`config.mk`:
```
export PLATFORM = sky130hd
export DESIGN_NAME = bpu_top
export DESIGN_NICKNAME = d
export VERILOG_FILES = /design/src/rtl/bpu_pkg.sv /design/src/rtl/bpu_cond.sv /design/src/rtl/bpu_target.sv /design/src/rtl/bpu_cycles.sv /design/src/rtl/bpu_top.sv
export SDC_FILE = /design/constraint.sdc
export NUM_CORES = 1
export LEC_CHECK = 0
export BUFFER_PORTS_ARGS = -buffer_cell sky130_fd_sc_hd__buf_4
export CORE_ASPECT_RATIO = 2
export CORE_MARGIN = 2
export CORE_UTILIZATION = 49
export CTS_CLUSTER_DIAMETER = 30
export DETAILED_ROUTE_END_ITERATION = 10
export PLACE_DENSITY_LB_ADDON = 0.1
export SLEW_MARGIN = 25
export SYNTH_ARGS = -nofsm -noshare
export SYNTH_HDL_FRONTEND = slang
export SYNTH_HIERARCHICAL = 1
export SYNTH_SLANG_ARGS = --single-unit
```
`constraint.sdc`:
```
create_clock -name clk -period 3 [get_ports clk]
set_input_delay 0.45 -clock clk [delete_from_list [all_inputs] [get_ports clk]]
set_output_delay 0.45 -clock clk [all_outputs]
set_load 0.05 [all_outputs]
```
`src/rtl/bpu_pkg.sv`:
```
package bpu_pkg;

    typedef enum logic [3:0] {
        OP_RJMP  = 4'd0,
        OP_IJMP  = 4'd1,
        OP_RCALL = 4'd2,
        OP_ICALL = 4'd3,
        OP_RET   = 4'd4,
        OP_RETI  = 4'd5,
        OP_BRSET = 4'd6,
        OP_BRCLR = 4'd7,
        OP_SKIP  = 4'd8
    } cf_op_e;

    // status bit positions
    localparam int FLG_C = 0;
    localparam int FLG_Z = 1;
    localparam int FLG_N = 2;
    localparam int FLG_V = 3;
    localparam int FLG_S = 4;

    // cycle costs
    localparam int CYC_SEQ   = 1;
    localparam int CYC_JUMP  = 2;
    localparam int CYC_CALL  = 3;
    localparam int CYC_RET   = 4;
    localparam int CYC_BR_TK = 2;

    function automatic logic is_branch(cf_op_e op);
        return (op == OP_BRSET) || (op == OP_BRCLR);
    endfunction

    function automatic logic is_relative(cf_op_e op);
        return (op == OP_RJMP) || (op == OP_RCALL);
    endfunction

endpackage

```
`src/rtl/bpu_cond.sv`:
```
module bpu_cond
    import bpu_pkg::*;
(
    input  logic [7:0] sreg,
    input  logic [2:0] sel,
    input  cf_op_e     op,
    output logic       hit
);
    logic bit_val;

    always_comb begin
        bit_val = sreg[sel];
        if (sel == 3'(FLG_S))
            bit_val = sreg[FLG_N] ^ sreg[FLG_V];
        hit = (op == OP_BRSET) ? bit_val : ~bit_val;
    end
endmodule

```
`src/rtl/bpu_target.sv`:
```
module bpu_target
    import bpu_pkg::*;
#(
    parameter int PC_W = 10,
    parameter int JK_W = 12,
    parameter int BK_W = 7
) (
    input  cf_op_e            op,
    input  logic [PC_W-1:0]   pc,
    input  logic [JK_W-1:0]   k,
    input  logic [PC_W-1:0]   z,
    input  logic [PC_W-1:0]   ret,
    input  logic              br_hit,
    input  logic              skip_hit,
    input  logic              next_long,
    output logic [PC_W-1:0]   target,
    output logic              taken
);
    localparam logic [PC_W-1:0] ONE   = PC_W'(1);
    localparam logic [PC_W-1:0] TWO   = PC_W'(2);
    localparam logic [PC_W-1:0] THREE = PC_W'(3);

    logic [PC_W-1:0] jump_off;
    logic [PC_W-1:0] br_off;
    logic [PC_W-1:0] seq_pc;

    // signed offsets resized to the address width (wrap modulo 2^PC_W)
    generate
        if (JK_W >= PC_W) begin : g_jk_trunc
            assign jump_off = k[PC_W-1:0];
        end else begin : g_jk_ext
            assign jump_off = {{(PC_W-JK_W){k[JK_W-1]}}, k};
        end
        if (BK_W >= PC_W) begin : g_bk_trunc
            assign br_off = k[PC_W-1:0];
        end else begin : g_bk_ext
            assign br_off = {{(PC_W-BK_W){k[BK_W-1]}}, k[BK_W-1:0]};
        end
    endgenerate

    assign seq_pc = pc + ONE;

    always_comb begin
        target = seq_pc;
        taken  = 1'b0;
        unique case (op)
            OP_RJMP, OP_RCALL: begin
                target = pc + jump_off + ONE;
                taken  = 1'b1;
            end
            OP_IJMP, OP_ICALL: begin
                target = z;
                taken  = 1'b1;
            end
            OP_RET, OP_RETI: begin
                target = ret;
                taken  = 1'b1;
            end
            OP_BRSET, OP_BRCLR: begin
                taken  = br_hit;
                target = br_hit ? (pc + br_off + ONE) : seq_pc;
            end
            OP_SKIP: begin
                taken  = skip_hit;
                if (skip_hit)
                    target = pc + (next_long ? THREE : TWO);
            end
            default: begin
                target = seq_pc;
                taken  = 1'b0;
            end
        endcase
    end
endmodule

```
`src/rtl/bpu_cycles.sv`:
```
module bpu_cycles
    import bpu_pkg::*;
#(
    parameter int CYC_W = 3
) (
    input  cf_op_e           op,
    input  logic             taken,
    input  logic             next_long,
    output logic [CYC_W-1:0] cycles
);
    always_comb begin
        unique case (op)
            OP_RJMP, OP_IJMP:   cycles = CYC_W'(CYC_JUMP);
            OP_RCALL, OP_ICALL: cycles = CYC_W'(CYC_CALL);
            OP_RET, OP_RETI:    cycles = CYC_W'(CYC_RET);
            OP_BRSET, OP_BRCLR: cycles = taken ? CYC_W'(CYC_BR_TK) : CYC_W'(CYC_SEQ);
            OP_SKIP:            cycles = !taken   ? CYC_W'(CYC_SEQ)
                                       : next_long ? CYC_W'(3) : CYC_W'(2);
            default:            cycles = CYC_W'(CYC_SEQ);
        endcase
    end
endmodule

```
`src/rtl/bpu_top.sv`:
```
module bpu_top
    import bpu_pkg::*;
#(
    parameter int PC_W  = 10,
    parameter int JK_W  = 12,
    parameter int BK_W  = 7,
    parameter int CYC_W = 3
) (
    input  logic             clk,
    input  logic             rst,
    input  logic             in_valid,
    input  logic [3:0]       op_in,
    input  logic [PC_W-1:0]  pc_in,
    input  logic [JK_W-1:0]  k_in,
    input  logic [PC_W-1:0]  z_in,
    input  logic [PC_W-1:0]  ret_in,
    input  logic [7:0]       sreg_in,
    input  logic [2:0]       bit_sel,
    input  logic             skip_hit,
    input  logic             next_long,
    output logic             out_valid,
    output logic [PC_W-1:0]  pc_next,
    output logic             taken,
    output logic [CYC_W-1:0] cycles,
    output logic             set_ie
);
    cf_op_e           op;
    logic             br_hit;
    logic [PC_W-1:0]  tgt;
    logic             tk;
    logic [CYC_W-1:0] cyc;

    assign op = cf_op_e'(op_in);

    bpu_cond u_cond (
        .sreg (sreg_in),
        .sel  (bit_sel),
        .op   (op),
        .hit  (br_hit)
    );

    bpu_target #(.PC_W(PC_W), .JK_W(JK_W), .BK_W(BK_W)) u_target (
        .op        (op),
        .pc        (pc_in),
        .k         (k_in),
        .z         (z_in),
        .ret       (ret_in),
        .br_hit    (br_hit),
        .skip_hit  (skip_hit),
        .next_long (next_long),
        .target    (tgt),
        .taken     (tk)
    );

    bpu_cycles #(.CYC_W(CYC_W)) u_cycles (
        .op        (op),
        .taken     (tk),
        .next_long (next_long),
        .cycles    (cyc)
    );

    always_ff @(posedge clk) begin
        if (rst) begin
            out_valid <= 1'b0;
            pc_next   <= '0;
            taken     <= 1'b0;
            cycles    <= '0;
            set_ie    <= 1'b0;
        end else begin
            out_valid <= in_valid;
            if (in_valid) begin
                pc_next <= tgt;
                taken   <= tk;
                cycles  <= cyc;
                set_ie  <= (op == OP_RETI);
            end
        end
    end
endmodule

```
# After elaboration in Yosys (flattened, before gate mapping)
# Cells that the tools add are included.
# classes
addsub	6
magnitude_cmp	1
n_eq_ne	9
muxes	13
bitwise	2
n_reduce_logical	8
# ops
op	n
10-bit case mux with 5 select lines	1
10-bit by 1-bit adder with 10-bit output (second input constant)	3
10-bit adder	3
10-bit two-way mux	2
4-bit by 3-bit == test with 1-bit output (second input constant)	4
3-bit case mux with 5 select lines	1
2-bit OR reduction	6
4-bit by 2-bit == test with 1-bit output (second input constant)	2
6-bit OR reduction	1
1-bit two-way mux	5
4-bit by 1-bit == test with 1-bit output (second input constant)	1
4-bit == test (second input constant)	1
4-bit logical NOT	1
3-bit by 4-bit less-than comparator with 1-bit output (second input constant)	1
1-bit binary-select mux with 3-bit select	1
3-bit == test (second input constant)	1
3-bit two-way mux	1
1-bit case mux with 3 select lines	1
2-bit two-way mux	1
1-bit NOT	1
1-bit bitwise XOR	1
# word_totals
regBits	16

# Logic depth before layout (Yosys ltp)
# Gate-level depths: netlist (run 1).
# logic_depth
ltp_word	8
ltp_mapped	13
depth_no_buf	12

# By module
# The synthesis (run 1) kept the hierarchy.
# modules_own_cells
mod	instances	cells_per_inst	area_per_inst_um2
bpu_target	1	161	1161.1
bpu_top	1	51	583.1
bpu_cond	1	10	101.3
bpu_cycles	1	9	57.6

# Worst setup path before layout (run 1)
# Ideal clock, no wire load.
# synth_timing
path_kind	input-to-reg
startpoint	input port bit_sel[2]
endpoint	register pc_next[3]
setup_ps	117
t_arrival_ps	2426
required_ps	2883
setup_slack_ps	457
stages	13
path_buffers	1
cell_sequence	mux4_2 -> nand2_1 -> o41ai_2 -> xnor2_1 -> nor2b_1 -> o21ai_1 -> nor2b_1 -> buf_2 -> nor2_1 -> o311ai_1 -> o311ai_1 -> mux2i_1 -> nor2_1
# synth_between
elab_chain_len	7
word_cells_on_any_way	8
# synth_lines
item	line_no	source
start, declared	bpu_top.sv:18	input logic [2:0] bit_sel,
1-bit binary-select mux with 3-bit select	bpu_cond.sv:12	bit_val = sreg[sel];
1-bit two-way mux (implied by the code)	bpu_cond.sv:12	
1-bit two-way mux *	bpu_cond.sv:13	if (sel == 3'(FLG_S))
1-bit NOT	bpu_cond.sv:15	hit = (op == OP_BRSET) ? bit_val : ~bit_val;
1-bit two-way mux *	bpu_cond.sv:15	
net br_hit	bpu_top.sv:28	logic br_hit;
10-bit two-way mux *	bpu_target.sv:61	target = br_hit ? (pc + br_off + ONE) : seq_pc;
10-bit case mux with 5 select lines *	bpu_target.sv:46	unique case (op)
net tgt[3]	bpu_top.sv:29	logic [PC_W-1:0] tgt;
end signal, assigned	bpu_top.sv:72	pc_next <= tgt;
end, declared	bpu_top.sv:22	output logic [PC_W-1:0] pc_next,
# The timed path passes the listed nets; every way through them passes the cells marked *. The select of a mux whose other input is x is not followed.
# A chain may end at the register's enable or synchronous reset.

# Final worst setup path (run 1)
# Same ends and word-level chain as after synthesis.

==> results of run 1 <==
[layout make-up]
type / count / share of cell area [%]
clock buffers: 4 / 2.166
inverters: 11 / 1.625
multi-input cells: 198 / 58.64
flip-flops and latches: 16 / 12.60
well taps: 51 / 2.511
repair buffers: 76 / 22.45
[registers in the layout, indices dropped and copies added (netlist names)]
signal,cells
set_ie,1
cycles,3
out_valid,1
taken,1
pc_next,10
[through the flow]
stage | instance area (sq um) | util [%]
finish | 2541 | 66.81
global route | 2541 | 66.81
CTS | 2541 | 66.81
detailed placement | 2486 | 65.36
global placement | 2486 | 65.36
floorplan | 1903 | -
[layer usage]
metal	share of wire, %	track usage (%)	wire length [um]	vias up
li1	-	-	-	1025
met1	36	27.89	1874	971
met4	3.3	12.16	172	0
met5	0	0	0	-
met3	3.6	1.575	188	13
met2	57	44.22	3023	58
[synth_stat cells, types with 5 or more instances]
cell type	n	area, sq um
a21oi_1	11	55.05
a22oi_1	6	45.04
xor2_1	6	52.55
xnor2_1	18	157.7
ha_1	14	175.2
dfxtp_1	16	320.3
a21o_1	5	37.54
o22ai_1	6	37.54
nand3_1	6	30.03
inv_1	11	41.29
mux2i_1	14	140.1
nor2_1	28	105.1
nor2b_1	6	37.54
nand2_1	10	37.54
[worst max-delay path, stage by stage]
cell,delay (ns)
buf_4,0.10
mux4_2,0.48
nand2_1,0.10
o41ai_2,0.08
xnor2_1,0.22
nor2b_1,0.09
o21ai_1,0.13
nor2b_1,0.18
buf_4,0.21
nor2_1,0.08
o311ai_1,0.28
o311ai_1,0.14
mux2i_1,0.15
nor2_1,0.05
[cells by family after synthesis]
logic type,after synthesis,share of synthesized area (%)
multiplexers,15,8.547
XOR/XNOR,24,11.05
adder cells (fa/ha/maj),15,10.26
AND/OR/NAND/NOR,78,22.82
AO/OA/AOI/OAI,66,25.64
flip-flops,16,16.83
buffers and inverters,17,4.865
[where the power goes]
group	switching (uW)	internal, uW
logic	225	188
registers	8.21	229
clock network	67.4	116
[worst paths after layout]
| check | start | endpoint | slack, ns |
|---|---|---|---|
| max | bit_sel[2] | pc_next[3] | 0.39 |
| min reg2reg | pc_next[8] | pc_next[8] | 0.49 |
| min | pc_next[8] | pc_next[8] | 0.49 |
| max reg2reg | set_ie | set_ie | 2.31 |
==> results.py, run 1 <==
metrics = {
    "sta": {
        "fin_setup_tns_ns": 0,
        "period_needed_ns": 2.613,
        "hold_viol_final": 0,
        "fin_skew_ns": 0,
        "relSlewSlack_pct": 45.40,
        "holdWs_ns": 0.4933,
        "slew_violations": 0,
        "period_share_pct": 87.09,
        "finalSetupViolations": 0,
        "setup_slack_ns": 0.3874,
        "worstMarginPinSlew_ns": 0.8172,
        "max_freq_mhz": 382.8,
        "rsz0062_at_grt": "false",
    },
    "synthesis": {
        "synth-edff-count": 0,
        "synth_warnings": 6,
        "synth.avg_cell_area_sq_um": 8.238,
        "ys_types": 60,
        "synth_ff_type": "dfxtp_1",
        "syn_nets": 308,
        "async_flop_share_pct": 0,
        "syn-cell-area_sq_mm": 0.001903,
        "yosysSeqAreaShare_pct": 16.83,
        "netlist_instances": 231,
        "synth_seq_cells": 16,
    },
    "clock_network": {
        "htreeDepth": 1,
        "numCtsBuffers": 3,
        "root_buffer": "clkbuf_8",
        "clk_pin_slew_ns": 0.06,
        "cts_resized": 0,
        "cts.sinks": 16,
        "cts_tree": "yes",
        "insertion_delay_ns": 0.24,
        "cts_hold_buf": 0,
        "postCtsSetupBuffers": 0,
        "clock_path_buffers": 2,
    },
    "power_and_ir_drop": {
        "p_per_area_mw_per_mm2": 328.0,
        "peakVddDrop_mv": 0.3567,
        "total_power_uw": 833.5,
        "p_leak_uw": 0.001183,
    },
    "layout": {
        "antennaDiodeCount": 0,
        "layout.nets": 383,
        "nFillCells": 350,
        "fin_cells": 356,
        "multi_input_area_sq_mm": 0.001490,
        "final_cell_mix": "76 x buf_4, 28 x nor2_1, 18 x xnor2_1, 16 x dfxtp_1",
        "layout.area.seq_sq_um": 320.3,
        "drive_above_1_share_pct": 29.51,
        "area_growth_pct": 33.53,
        "mostFrequentLayoutCell": "buf_4",
    },
    "detailed_routing": {
        "antenna_left": 0,
        "route.detailed.drc": 0,
        "drtIter0Drc": 59,
        "vias": 2067,
        "avgRoutedWirePerCell_um": 14.77,
        "wl_mm": 5.258,
        "first_pass_iters": 4,
        "via_per_inst": 5.806,
    },
    "hold_path": {
        "hold-path-cell-count": 2,
        "worstHoldPathType": "flop to flop",
    },
    "global_route": {
        "grt_max_degree": 18,
        "grt-ovfl-total": 0,
        "grt_pass1_vias": 2030,
        "grt_usage_pct": 25.16,
        "antenna_found_initial": 0,
        "grt_first_pass_wirelength_mm": 8.466,
    },
    "worst_setup_path": {
        "start_kind": "input port",
        "required_ns": 3.13,
        "cp_max_fo": 12,
        "worst_r2r_path_depth": 2,
        "crit_path_end_kind": "flop",
        "cp.arrival_ns": 2.75,
        "worstSetupPathType": "input port to flop",
    },
    "die": {
        "die_x_um": 48.07,
        "coreArea_sq_mm": 0.003804,
        "die_area_sq_mm": 0.004428,
        "die_h_um": 92.14,
        "initial_utilization_pct": 50.03,
        "fp-row-count": 32,
        "num_io_pins": 78,
    },
    "placed_design": {
        "io_buffer_count": 74,
        "place_ws_ns": 0.1202,
        "hpwl_mm": 4.342,
        "dp_cells": 352,
        "gp_congestion": 0.8509,
    },
    "run": {
        "drv_cap": 0,
    },
    "run_status": {
        "status": "completed",
    },
}
Note: power is estimated with default switching activity, not from simulation.
==> inputs of run 2 (changes only) <==
--- a/config.mk
+++ b/config.mk
@@ -7,5 +7,4 @@
 export LEC_CHECK = 0
 export BUFFER_PORTS_ARGS = -buffer_cell sky130_fd_sc_hd__buf_4
-export CORE_ASPECT_RATIO = 2
 export CORE_MARGIN = 2
 export CORE_UTILIZATION = 49
==> constraint.sdc (replaced) <==
create_clock -name clk -period 3 [get_ports clk]
set_input_delay 0.45 -clock clk [delete_from_list [all_inputs] [get_ports clk]]
set_output_delay 0.45 -clock clk [all_outputs]
set_load 0.005 [all_outputs]
==> run 2 against run 1 <==
Against the previous run:
- first-iteration DRC count grew to 2.5 times the previous value
- fmax shrank 0.72%
- setup slack lost 0.019 ns
- highest routed layer unchanged
==> results.py, run 2 (synthesis results as in run 1) <==
metrics = {
    "sta": {
        "fin_setup_tns_ns": 0,
        "rsz0062_at_grt": "false",
        "worstMarginPinSlew_ns": 0.7869,
        "slew_violations": 0,
        "max_freq_mhz": 380.0,
        "relSlewSlack_pct": 47.43,
        "period_needed_ns": 2.631,
        "finalSetupViolations": 0,
        "period_share_pct": 87.71,
        "fin_skew_ns": 0,
        "hold_viol_final": 0,
    },
    "clock_network": {
        "postCtsSetupBuffers": 0,
        "numCtsBuffers": 3,
        "root_buffer": "clkbuf_8",
        "cts.sinks": 16,
        "insertion_delay_ns": 0.25,
        "cts_hold_buf": 0,
        "cts_tree": "yes",
        "clk_pin_slew_ns": 0.07,
        "clock_path_buffers": 2,
        "cts_resized": 0,
        "htreeDepth": 1,
    },
    "global_route": {
        "grt-ovfl-total": 0,
        "grt_pass1_vias": 1843,
        "grt_first_pass_wirelength_mm": 8.190,
        "grt_usage_pct": 23.75,
        "antenna_found_initial": 0,
        "grt_max_degree": 18,
    },
    "worst_setup_path": {
        "crit_path_end_kind": "flop",
        "cp_max_fo": 8,
        "crit_chain": "buf_4 > inv_1 > ha_1 > inv_1 > fa_1 > a21o_1 > a221oi_1 > o21bai_1 > xnor2_1 > o22ai_1 > or3_1 > mux2i_1 > nor2_1",
        "worst_path_max_delay_cell": "fa_1",
        "required_ns": 3.14,
        "start_kind": "input port",
        "cp.arrival_ns": 2.77,
        "worstSetupPathType": "input port to flop",
        "cp_common_cell": "inv_1",
        "slowest_delay_ns": 0.40,
    },
    "layout": {
        "largest-register": "pc_next",
        "layout.nets": 384,
        "mostFrequentLayoutCell": "buf_4",
        "final_util_pct": 69.00,
        "final_cell_mix": "77 x buf_4, 28 x nor2_1, 18 x xnor2_1, 16 x dfxtp_1",
        "nFillCells": 355,
        "layout.area.seq_sq_um": 320.3,
        "multi_input_area_sq_mm": 0.001490,
        "largest_register_ffs": 10,
        "reg_top3": "pc_next x10, cycles x3",
        "antennaDiodeCount": 0,
        "fin_cells": 354,
        "drive_above_1_share_pct": 29.74,
        "area_growth_pct": 33.73,
    },
    "placed_design": {
        "hpwl_mm": 4.062,
        "gp_congestion": 0.8526,
        "dp_cells": 350,
        "io_buffer_count": 74,
    },
    "die": {
        "die_h_um": 66.32,
        "initial_utilization_pct": 51.59,
        "num_io_pins": 78,
        "die_area_sq_mm": 0.004398,
        "die_x_um": 66.32,
        "coreArea_sq_mm": 0.003689,
        "fp-row-count": 22,
    },
    "detailed_routing": {
        "first_pass_iters": 4,
        "route.detailed.drc": 0,
        "drtIter0Drc": 148,
        "avgRoutedWirePerCell_um": 14.59,
        "vias": 2054,
        "via_per_inst": 5.802,
        "wl_mm": 5.166,
        "antenna_left": 0,
    },
    "power_and_ir_drop": {
        "p_per_area_mw_per_mm2": 309.9,
        "peakVddDrop_mv": 0.2276,
        "p_leak_uw": 0.001188,
    },
    "hold_path": {
        "worstHoldPathType": "flop to flop",
    },
    "run_status": {
        "status": "completed",
    },
    "run": {
        "drv_cap": 0,
    },
}
-- run 2: cell type report --
type | instances | area share (%)
clock buffer | 4 | 2.163
inverter | 11 | 1.622
multi-input combinational | 198 | 58.55
sequential | 16 | 12.59
tap | 48 | 2.360
timing repair buffer | 77 | 22.71
-- run 2: where the power goes --
| group | internal, uW | total [uW] | switching, uW |
|---|---|---|---|
| clock network | 116 | 190 | 73.3 |
| registers | 228 | 236 | 7.52 |
| logic | 189 | 363 | 174 |
| total | 534 | 789 | 255 |
-- run 2: final timing paths --
kind / from / endpoint / slack [ns] / depth (start not counted)
min reg2reg: cycles[1] / cycles[1] / 0.50 / 2
max reg2reg: set_ie / set_ie / 2.30 / 2
min: cycles[1] / cycles[1] / 0.50 / 2
max: pc_in[0] / pc_next[8] / 0.37 / 13
-- run 2: per-stage QoR --
stage	setup WS (ns)	area, sq um	hold slack, ns	total power, uW
6_report	0.3686	2545	0.4950	788.7
5_1_grt	0.1815	2545	0.5051	838.9
4_1_cts	0.3807	2545	0.4964	793.2
3_5_place_dp	0.1400	2490	0.4832	599.7
3_3_place_gp	0.1764	2490	0.4747	594.6
2_1_floorplan	0.4593	1903	0.4850	455.4
-- run 2: worst max-delay path, delay by kind of cell --
family                     cells  cell delay [ns]
AOI/OAI and AO/OA              4             0.80
muxes                          1             0.14
xor gates and xnor gates       1             0.18
adders and majority gates      2             0.56
buffers and inverters          3             0.27
and+or+nand+nor                2             0.36
-- run 2: layer usage --
metal	GRT usage [%]	wire length, um	up-vias
met3	4.089	402	4
li1	-	-	1023
met1	30.57	2326	943
met5	0	0	-
met2	41.38	2396	84
met4	4.592	42	0
==> inputs of run 3 (changes only) <==
- CELL_PAD_IN_SITES_DETAIL_PLACEMENT: unset -> 1
- CELL_PAD_IN_SITES_GLOBAL_PLACEMENT: unset -> 2
- CORE_UTILIZATION: 49 -> 27
==> run 3 against run 2 <==
Against the previous run:
- worst hold slack about the same
- utilization decreased by 31 points
- critical path depth increased by 1
- die area increased by 76%
- largest power group unchanged
- total power decreased by 2.6%
- clock power decreased by 17%
- setup slack got worse by 0.072 ns
- register-to-register slack improved by 0.02 ns
- first-iteration DRC count decreased by 46%
- critical endpoint is now pc_next[3]
- flip-flop and latch count unchanged
==> results.py, run 3 (synthesis results as in run 1) <==
metrics = {
    "die": {
        "num_io_pins": 78,
        "die_area_sq_mm": 0.007736,
        "coreArea_sq_mm": 0.006794,
        "die_x_um": 87.96,
        "fp-row-count": 30,
        "initial_utilization_pct": 28.01,
        "die_h_um": 87.96,
    },
    "run_status": {
        "status": "completed",
    },
    "power_and_ir_drop": {
        "p_switching_uw": 259.5,
        "seq_power_share_pct": 30.8,
        "peakVddDrop_mv": 0.1344,
        "swShare_pct": 33.78,
        "combPwrFrac_pct": 48.7,
        "p_int_uw": 508.8,
        "p_leak_uw": 0.001195,
        "clock_power_share_pct": 20.5,
        "total_power_uw": 768.3,
        "p_per_area_mw_per_mm2": 293.9,
    },
    "clock_network": {
        "cts_resized": 0,
        "cts_hold_buf": 0,
        "clock_path_buffers": 2,
        "cts_tree": "yes",
        "postCtsSetupBuffers": 0,
        "numCtsBuffers": 3,
        "clk_pin_slew_ns": 0.06,
        "insertion_delay_ns": 0.24,
        "cts.sinks": 16,
        "htreeDepth": 1,
        "root_buffer": "clkbuf_8",
    },
    "worst_setup_path": {
        "cp.arrival_ns": 2.83,
        "r2r_start": "set_ie",
        "rr_endpoint": "set_ie",
        "start_kind": "input port",
        "required_ns": 3.13,
        "cp_max_fo": 8,
        "crit_path_end_kind": "flop",
        "worst_r2r_path_depth": 2,
        "worstSetupPathType": "input port to flop",
        "worstSetupStartpoint": "bit_sel[2]",
        "reg2reg_slack_ns": 2.32,
    },
    "detailed_routing": {
        "antenna_left": 0,
        "wl_mm": 6.244,
        "vias": 2033,
        "via_per_inst": 5.032,
        "first_pass_iters": 4,
        "avgRoutedWirePerCell_um": 15.46,
        "route.detailed.drc": 0,
        "drtIter0Drc": 80,
    },
    "sta": {
        "worstMarginPinSlew_ns": 0.4847,
        "period_needed_ns": 2.703,
        "hold_viol_final": 0,
        "rsz0062_at_grt": "false",
        "fin_skew_ns": 0,
        "relSlewSlack_pct": 67.60,
        "finalSetupViolations": 0,
        "period_share_pct": 90.11,
        "slew_violations": 0,
        "max_freq_mhz": 369.9,
        "fin_setup_tns_ns": 0,
    },
    "layout": {
        "largest-register": "pc_next",
        "reg_top3": "pc_next x10, cycles x3",
        "layout.nets": 387,
        "mostFrequentLayoutCell": "buf_4",
        "final_cell_mix": "80 x buf_4, 28 x nor2_1, 18 x xnor2_1, 16 x dfxtp_1",
        "area_growth_pct": 37.34,
        "drive_above_1_share_pct": 30.19,
        "antennaDiodeCount": 0,
        "final_util_pct": 38.47,
        "largest_register_ffs": 10,
    },
    "hold_path": {
        "hold-path-cell-count": 2,
        "whs_endpoint": "pc_next[4]",
        "worstHoldPathType": "flop to flop",
        "min_from": "pc_next[4]",
    },
    "global_route": {
        "grt_max_degree": 18,
        "grtUsageMet1_pct": 22.85,
        "busiest_layer": "met2",
        "grt_pass1_vias": 1956,
        "use_met3_pct": 3.110,
        "grt_usage_pct": 16.28,
        "antenna_found_initial": 0,
        "met2_usage_pct": 26.58,
        "grt-ovfl-total": 0,
        "grt_first_pass_wirelength_mm": 9.832,
    },
    "run": {
        "drv_cap": 0,
    },
    "placed_design": {
        "hpwl_mm": 5.154,
        "gp_congestion": 0.7621,
        "io_buffer_count": 74,
    },
}
==> run 3: how the worst max path moves through the flow <==
stage,end,slack [ns],cells past startpoint
2_1_floorplan,pc_next[3],0.46,13
3_3_place_gp,pc_next[3],0.07,14
3_5_place_dp,pc_next[3],0.04,14
4_1_cts,pc_next[3],0.29,14
5_1_grt,pc_next[3],0.02,14
6_report,pc_next[3],0.30,14
==> run 3: stage by stage <==
stage	instance area [sq um]	cells	setup slack [ns]	hold slack, ns
floorplan	1903	231	0.4593	0.4850
global placement	2572	401	0.07128	0.4789
detailed placement	2572	401	0.04423	0.4882
CTS	2614	404	0.2949	0.5035
global route	2614	404	0.01825	0.5088
finish	2614	404	0.2966	0.4951
==> run 3: per-layer routing <==
layer / share of wire, % / up-vias / wire length (um)
li1: - / 1027 / -
met5: 0 / - / 0
met1: 48 / 942 / 2988
met2: 46 / 62 / 2888
met4: 0.22 / 0 / 14
met3: 5.6 / 2 / 352
==> run 3: final cells by class <==
type	instances	area, sq um
fill	818	4180
clock buffer	3	41.29
tap	96	120.1
inverter	11	41.29
sequential	16	320.3
multi-input combinational	198	1490
timing repair buffer	80	600.6
==> run 3: power by group through the flow <==
| stage | Sequential, uW | Clock [uW] | Combinational, uW |
|---|---|---|---|
| after global routing | 238 | 175 | 419 |
| after floorplan | 242 | 0 | 214 |
| after CTS | 237 | 165 | 381 |
| after global placement | 241 | 0 | 375 |
| after detailed placement | 241 | 0 | 380 |
| final | 236 | 158 | 374 |
==> run 3: worst max-delay path, cell delays in order <==
cell,delay [ns]
buf_4,0.10
mux4_2,0.49
nand2_1,0.10
o41ai_2,0.08
xnor2_1,0.24
nor2b_1,0.11
o21ai_1,0.15
nor2b_1,0.18
buf_4,0.18
nor2_1,0.07
o311ai_1,0.27
o311ai_1,0.16
mux2i_1,0.17
nor2_1,0.06
